### config.mk
export PLATFORM = sky130hd
export DESIGN_NAME = regfile_incdec_exec
export DESIGN_NICKNAME = d
export VERILOG_FILES = /design/src/rtl/incdec_pkg.sv /design/src/rtl/incdec_ctrl.sv /design/src/rtl/incdec_alu.sv /design/src/rtl/incdec_dpath.sv /design/src/rtl/regfile_incdec_exec.sv
export SDC_FILE = /design/constraint.sdc
export NUM_CORES = 1
export LEC_CHECK = 0
export BUFFER_PORTS_ARGS = -buffer_cell sky130_fd_sc_hd__buf_2
export CAP_MARGIN = 5
export CORE_MARGIN = 4
export CORE_UTILIZATION = 45
export CTS_CLUSTER_SIZE = 40
export DETAILED_ROUTE_END_ITERATION = 10
export SYNTH_ARGS = -nofsm -noshare
export SYNTH_HDL_FRONTEND = slang
export SYNTH_HIERARCHICAL = 1
export SYNTH_SLANG_ARGS = --single-unit
### constraint.sdc
create_clock -name clk -period 7.2 [get_ports clk]
set_input_delay 0.36 -clock clk [delete_from_list [all_inputs] [get_ports clk]]
set_output_delay 0.36 -clock clk [all_outputs]
set_load 0.02 [all_outputs]
### src/rtl/incdec_pkg.sv
package incdec_pkg;

  localparam int DATA_W   = 8;
  localparam int NUM_REGS = 32;
  localparam int OP_W     = 3;

  // Operation encodings seen on opCode
  localparam logic [OP_W-1:0] OPC_INC     = 3'd0;
  localparam logic [OP_W-1:0] OPC_DEC     = 3'd1;
  localparam logic [OP_W-1:0] OPC_INC_SKP = 3'd2;
  localparam logic [OP_W-1:0] OPC_DEC_SKP = 3'd3;
  localparam logic [OP_W-1:0] OPC_OR_LIT  = 3'd4;

  typedef enum logic [1:0] {
    ALU_INC = 2'd0,
    ALU_DEC = 2'd1,
    ALU_OR  = 2'd2
  } aluSel_t;

  // Strobes from control to datapath
  typedef struct packed {
    logic    latch;   // capture result / resultZero
    logic    wrW;     // write W
    logic    wrFile;  // write addressed file register
    logic    updZ;    // write zero flag
    aluSel_t aluSel;  // arithmetic selection
  } strobes_t;

endpackage

### src/rtl/incdec_ctrl.sv
module incdec_ctrl
  import incdec_pkg::*;
#(
  parameter int OPW = OP_W
) (
  input  logic           opValid,
  input  logic [OPW-1:0] opCode,
  input  logic           destFile,
  output strobes_t       strb
);

  always_comb begin
    strb = '{latch: 1'b0, wrW: 1'b0, wrFile: 1'b0, updZ: 1'b0, aluSel: ALU_INC};
    if (opValid) begin
      unique case (opCode)
        OPC_INC, OPC_DEC, OPC_INC_SKP, OPC_DEC_SKP: begin
          strb.latch  = 1'b1;
          strb.wrW    = !destFile;
          strb.wrFile = destFile;
          strb.updZ   = (opCode == OPC_INC) || (opCode == OPC_DEC);
          strb.aluSel = ((opCode == OPC_DEC) || (opCode == OPC_DEC_SKP)) ? ALU_DEC : ALU_INC;
        end
        OPC_OR_LIT: begin
          strb.latch  = 1'b1;
          strb.wrW    = 1'b1;
          strb.updZ   = 1'b1;
          strb.aluSel = ALU_OR;
        end
        default: ;
      endcase
    end
  end

endmodule

### src/rtl/incdec_alu.sv
module incdec_alu
  import incdec_pkg::*;
#(
  parameter int DW = DATA_W
) (
  input  aluSel_t       aluSel,
  input  logic [DW-1:0] fileVal,
  input  logic [DW-1:0] wVal,
  input  logic [DW-1:0] litVal,
  output logic [DW-1:0] aluOut,
  output logic          aluZero
);

  localparam logic [DW-1:0] ONE = DW'(1);

  always_comb begin
    unique case (aluSel)
      ALU_INC: aluOut = fileVal + ONE;
      ALU_DEC: aluOut = fileVal - ONE;
      ALU_OR:  aluOut = wVal | litVal;
      default: aluOut = '0;
    endcase
    aluZero = (aluOut == '0);
  end

endmodule

### src/rtl/incdec_dpath.sv
module incdec_dpath
  import incdec_pkg::*;
#(
  parameter int DW    = DATA_W,
  parameter int NREGS = NUM_REGS,
  localparam int AW   = $clog2(NREGS)
) (
  input  logic          clk,
  input  logic          rst,
  input  strobes_t      strb,
  input  logic [AW-1:0] fileAddr,
  input  logic [DW-1:0] literal,
  output logic [DW-1:0] result,
  output logic          resultZero,
  output logic [DW-1:0] wReg,
  output logic          zFlag
);

  logic [DW-1:0] fileMem [NREGS];
  logic [DW-1:0] fileRd;
  logic [DW-1:0] aluOut;
  logic          aluZero;

  assign fileRd = fileMem[fileAddr];

  incdec_alu #(.DW(DW)) u_alu (
    .aluSel  (strb.aluSel),
    .fileVal (fileRd),
    .wVal    (wReg),
    .litVal  (literal),
    .aluOut  (aluOut),
    .aluZero (aluZero)
  );

  // File register array, one write port
  always_ff @(posedge clk) begin
    if (rst) begin
      for (int i = 0; i < NREGS; i++) fileMem[i] <= '0;
    end else if (strb.wrFile) begin
      fileMem[fileAddr] <= aluOut;
    end
  end

  always_ff @(posedge clk) begin
    if (rst) begin
      wReg       <= '0;
      zFlag      <= 1'b0;
      result     <= '0;
      resultZero <= 1'b0;
    end else begin
      if (strb.wrW)   wReg  <= aluOut;
      if (strb.updZ)  zFlag <= aluZero;
      if (strb.latch) begin
        result     <= aluOut;
        resultZero <= aluZero;
      end
    end
  end

endmodule

### src/rtl/regfile_incdec_exec.sv
module regfile_incdec_exec
  import incdec_pkg::*;
#(
  parameter int DW    = DATA_W,
  parameter int NREGS = NUM_REGS,
  parameter int OPW   = OP_W,
  localparam int AW   = $clog2(NREGS)
) (
  input  logic          clk,
  input  logic          rst,
  input  logic          opValid,
  input  logic [OPW-1:0] opCode,
  input  logic [AW-1:0] fileAddr,
  input  logic          destFile,
  input  logic [DW-1:0] literal,
  output logic [DW-1:0] result,
  output logic          resultZero,
  output logic [DW-1:0] wReg,
  output logic          zFlag
);

  strobes_t strb;

  incdec_ctrl #(.OPW(OPW)) u_ctrl (
    .opValid  (opValid),
    .opCode   (opCode),
    .destFile (destFile),
    .strb     (strb)
  );

  incdec_dpath #(.DW(DW), .NREGS(NREGS)) u_dpath (
    .clk        (clk),
    .rst        (rst),
    .strb       (strb),
    .fileAddr   (fileAddr),
    .literal    (literal),
    .result     (result),
    .resultZero (resultZero),
    .wReg       (wReg),
    .zFlag      (zFlag)
  );

endmodule

==> impl_metrics.ini <==
[drt]
num_vias = 7908
drtIter0Drc = 490
routedWlPerCell_um = 21.89
dr.pass1.iters = 5
ant_nets = 0
wl_um = 31570
drcViolationCount = 0
viasPerCell = 5.484

[floorplanning]
die_area_sq_um = 32190
initial_utilization_pct = 45.82
ios = 38
coreArea_sq_um = 28860
fp.dieW_um = 179.4
die_h_um = 179.4
rows = 62

[synth]
yosys.area_share.adder_pct = 0.1893
yosys.area_share.simple_pct = 20.33
synth_flop_cell = edfxtp_1
muxShareOfSynthArea_pct = 11.13
syn_nets = 1053
yosysWarnings = 6
synth_top_family_by_area = simple AND/OR/NAND/NOR gates
seq_area_frac_synth_pct = 60.86
syn-cell-area_sq_um = 13220
syn_inst = 1031
synth_compound_area_share_pct = 4.362
synth_cell_type_count = 60
synth_edf_count = 256
ys_seq_elements = 274
avgSynthCellArea_sq_um = 12.83
synth-xor-area-share_pct = 0.2650
async_flop_share_pct = 0

[power_and_ir_drop]
switching_share_pct = 24.90
seq_power_share_pct = 50.3
p_int_mw = 2.706
p_per_area_nw_per_um2 = 246.9
clockPowerShare_pct = 38.7
leakagePower_nw = 5.620
irDropWorstVdd_uv = 165.0
p_comb_share_pct = 11.0
netSwitchingPower_mw = 0.8972

[hold_path]
min_path_type = input pin to flip-flop

[flow_run]
cap_violations = 0

[global_routing]
grt_antenna_before_repair = 2
grt-ovfl-total = 0
grt_usage_pct = 19.21
grt_max_degree = 74
grt_pass1_vias = 7919
grt_pass1_wl_um = 48920

[finish]
final-instance-count-excl-fill = 1442
area_growth_pct = 10.35
final_cell_area_sq_um = 14590
fin_nets = 1057
fill_cells = 2492
drive_gt1_share_pct = 14.38

[clocking]
clk_path_buf_depth = 3
root_buffer = clkbuf_16
ctsHoldBuffers = 0
clkSlewWorstSetupHoldPaths_ns = 0.06
numCtsBuffers = 29
cts-resized-gates = 0
htree_num_levels = 1
post_cts_buffers = 0
worstSkewPairLatency_ns = 0.54
cts_tree = done
clock_sinks = 274

[timing]
rsz0062_at_grt = false
finalSetupViolations = 0
fin_crit_sh_pct = 72.26
maxSlewHeadroom_pct = 22.45
clock_skew_ns = 0.01172
slew_violations = 0
hold_viol = 0
setup-tns-final_ns = 0
tightest_slew_ns = 1.163
min_period_ns = 5.203
max_freq_mhz = 192.2

[placement]
dpl_cell_area_sq_um = 13700
dp_hpwl_um = 20390
port_buffers = 37
dp_cells = 1388
gp_congestion = 0.8300

[worst_setup_path]
worst_ep_arrival_time_ns = 5.48
crit_type = input pin to flip-flop
cp_data_required_time_ns = 7.48
cp-start-kind = input pin
endpoint_kind = flip-flop
critical_path.max_fanout = 73

[run_status]
outcome = completed
-- cell usage after synthesis, types with 3 or more instances --
| library cell | n | share of area (%) |
|---|---|---|
| nand4bb_1 | 6 | 0.51 |
| and2_1 | 257 | 12 |
| nand2b_1 | 3 | 0.14 |
| nor4_1 | 16 | 0.76 |
| mux2i_1 | 147 | 11 |
| or4b_1 | 3 | 0.23 |
| nor3_2 | 4 | 0.30 |
| nor3_1 | 4 | 0.15 |
| a21oi_1 | 5 | 0.19 |
| nand4b_1 | 6 | 0.40 |
| nor2_2 | 4 | 0.19 |
| nand3_1 | 3 | 0.11 |
| edfxtp_1 | 256 | 58 |
| o22ai_1 | 66 | 3.1 |
| clkbuf_1 | 38 | 1.1 |
| dfxtp_1 | 18 | 2.7 |
| buf_1 | 7 | 0.20 |
| nand2_1 | 14 | 0.40 |
| buf_6 | 5 | 0.43 |
| nor2_1 | 54 | 1.5 |
| inv_1 | 4 | 0.11 |
| or2_2 | 33 | 1.6 |
| buf_2 | 23 | 0.87 |
| or4_1 | 4 | 0.23 |
| o21ai_0 | 5 | 0.19 |
| or3_1 | 3 | 0.14 |
| buf_4 | 3 | 0.17 |
-- cells in the final DEF (no fill, tap or decap), types with 3 or more instances in the layout --
master and count:
and2_1 257, edfxtp_1 256, mux2i_1 147, o22ai_1 64
nor2_1 54, buf_2 36, or2_2 33, clkbuf_16 29
dfxtp_1 18, nor4_1 16, nand2_1 14, buf_4 12
clkinv_2 8, clkbuf_1 8, clkbuf_8 6, nand4bb_1 6
nand4b_1 6, a21oi_1 5, o21ai_0 4, or4_1 4
nor2_2 4, nor3_2 4, inv_1 4, nor3_1 4
nand2b_1 3, or4b_1 3, or3_1 3, nand3_1 3
-- cell type report --
type                            count  area (sq um)  share of cell area, %
Tap cell                          384         480.5                  3.293
Antenna cell                        1         2.502                0.01715
Inverter                            4         15.01                 0.1029
Clock buffer                       43         838.3                  5.745
Multi-Input combinational cell    677          4871                  33.38
Clock inverter                     10         55.05                 0.3773
Timing Repair Buffer               49         281.5                  1.929
Sequential cell                   274          8048                  55.15
-- critical path: stages --
cell and delay (ns):
buf_6 0.68, buf_4 0.47, mux2i_1 0.31, o22ai_1 0.13, nor4_1 0.60, nand2_1 0.34, or3_2 0.54, a31o_1 0.24
or3_1 0.36, and4_1 0.23, or3_1 0.80, and2_1 0.34
-- cell families (layout without fill, tap and decap cells) --
kind of cell,count (synthesis),after routing
multiplexers,147,147
AND/OR/NAND/NOR,435,435
XOR/XNOR,4,4
other,0,1
buffers and inverters,80,106
flip-flops,274,274
adder cells (fa/ha/maj),2,2
AO/OA/AOI/OAI,89,89
-- layer usage --
metal  global-route usage [%]  wire (um)
met4                    5.120        763
met3                    2.951       1549
met5                        0         13
met1                    28.45      15220
met2                    29.83      14020
-- worst paths after layout --
path | startpoint | endpoint | slack [ns] | depth (start not counted)
worst max register to register | u_dpath/fileMem[15][4] | u_dpath/fileMem[24][7] | 2.76 | 10
worst min-delay path | opCode[0] | u_dpath/zFlag | 0.25 | 4
worst max-delay path | fileAddr[1] | u_dpath/fileMem[24][7] | 2.00 | 12
worst min register to register | u_dpath/result[5] | u_dpath/result[5] | 0.50 | 2
-- power groups by stage --
stage	registers (mW)	logic, mW	clock network, mW
floorplan	1.85	0.239	0
global placement	1.84	0.394	0
detailed placement	1.85	0.397	0
CTS	1.81	0.398	1.42
global route	1.82	0.428	1.49
finish	1.81	0.396	1.40
-- metrics by stage --
| step | hold WS [ns] | setup WS, ns | power (mW) | util (%) |
|---|---|---|---|---|
| after detailed placement | 0.4788 | 1.511 | 2.242 | 47.46 |
| after floorplan | 0.5833 | 3.186 | 2.086 | - |
| after CTS | 0.2256 | 2.068 | 3.633 | 50.56 |
| final | 0.2496 | 1.997 | 3.603 | 50.56 |
| after global placement | 0.4711 | 1.492 | 2.238 | 47.46 |
| after global routing | 0.2983 | 1.846 | 3.738 | 50.56 |
-- flip-flops by register name, summed over array words and instances (netlist names) --
| name | count |
|---|---|
| u_dpath/resultZero | 1 |
| u_dpath/fileMem | 256 |
| u_dpath/wReg | 8 |
| u_dpath/result | 8 |
| u_dpath/zFlag | 1 |
Note: power is estimated with default switching activity, not from simulation.
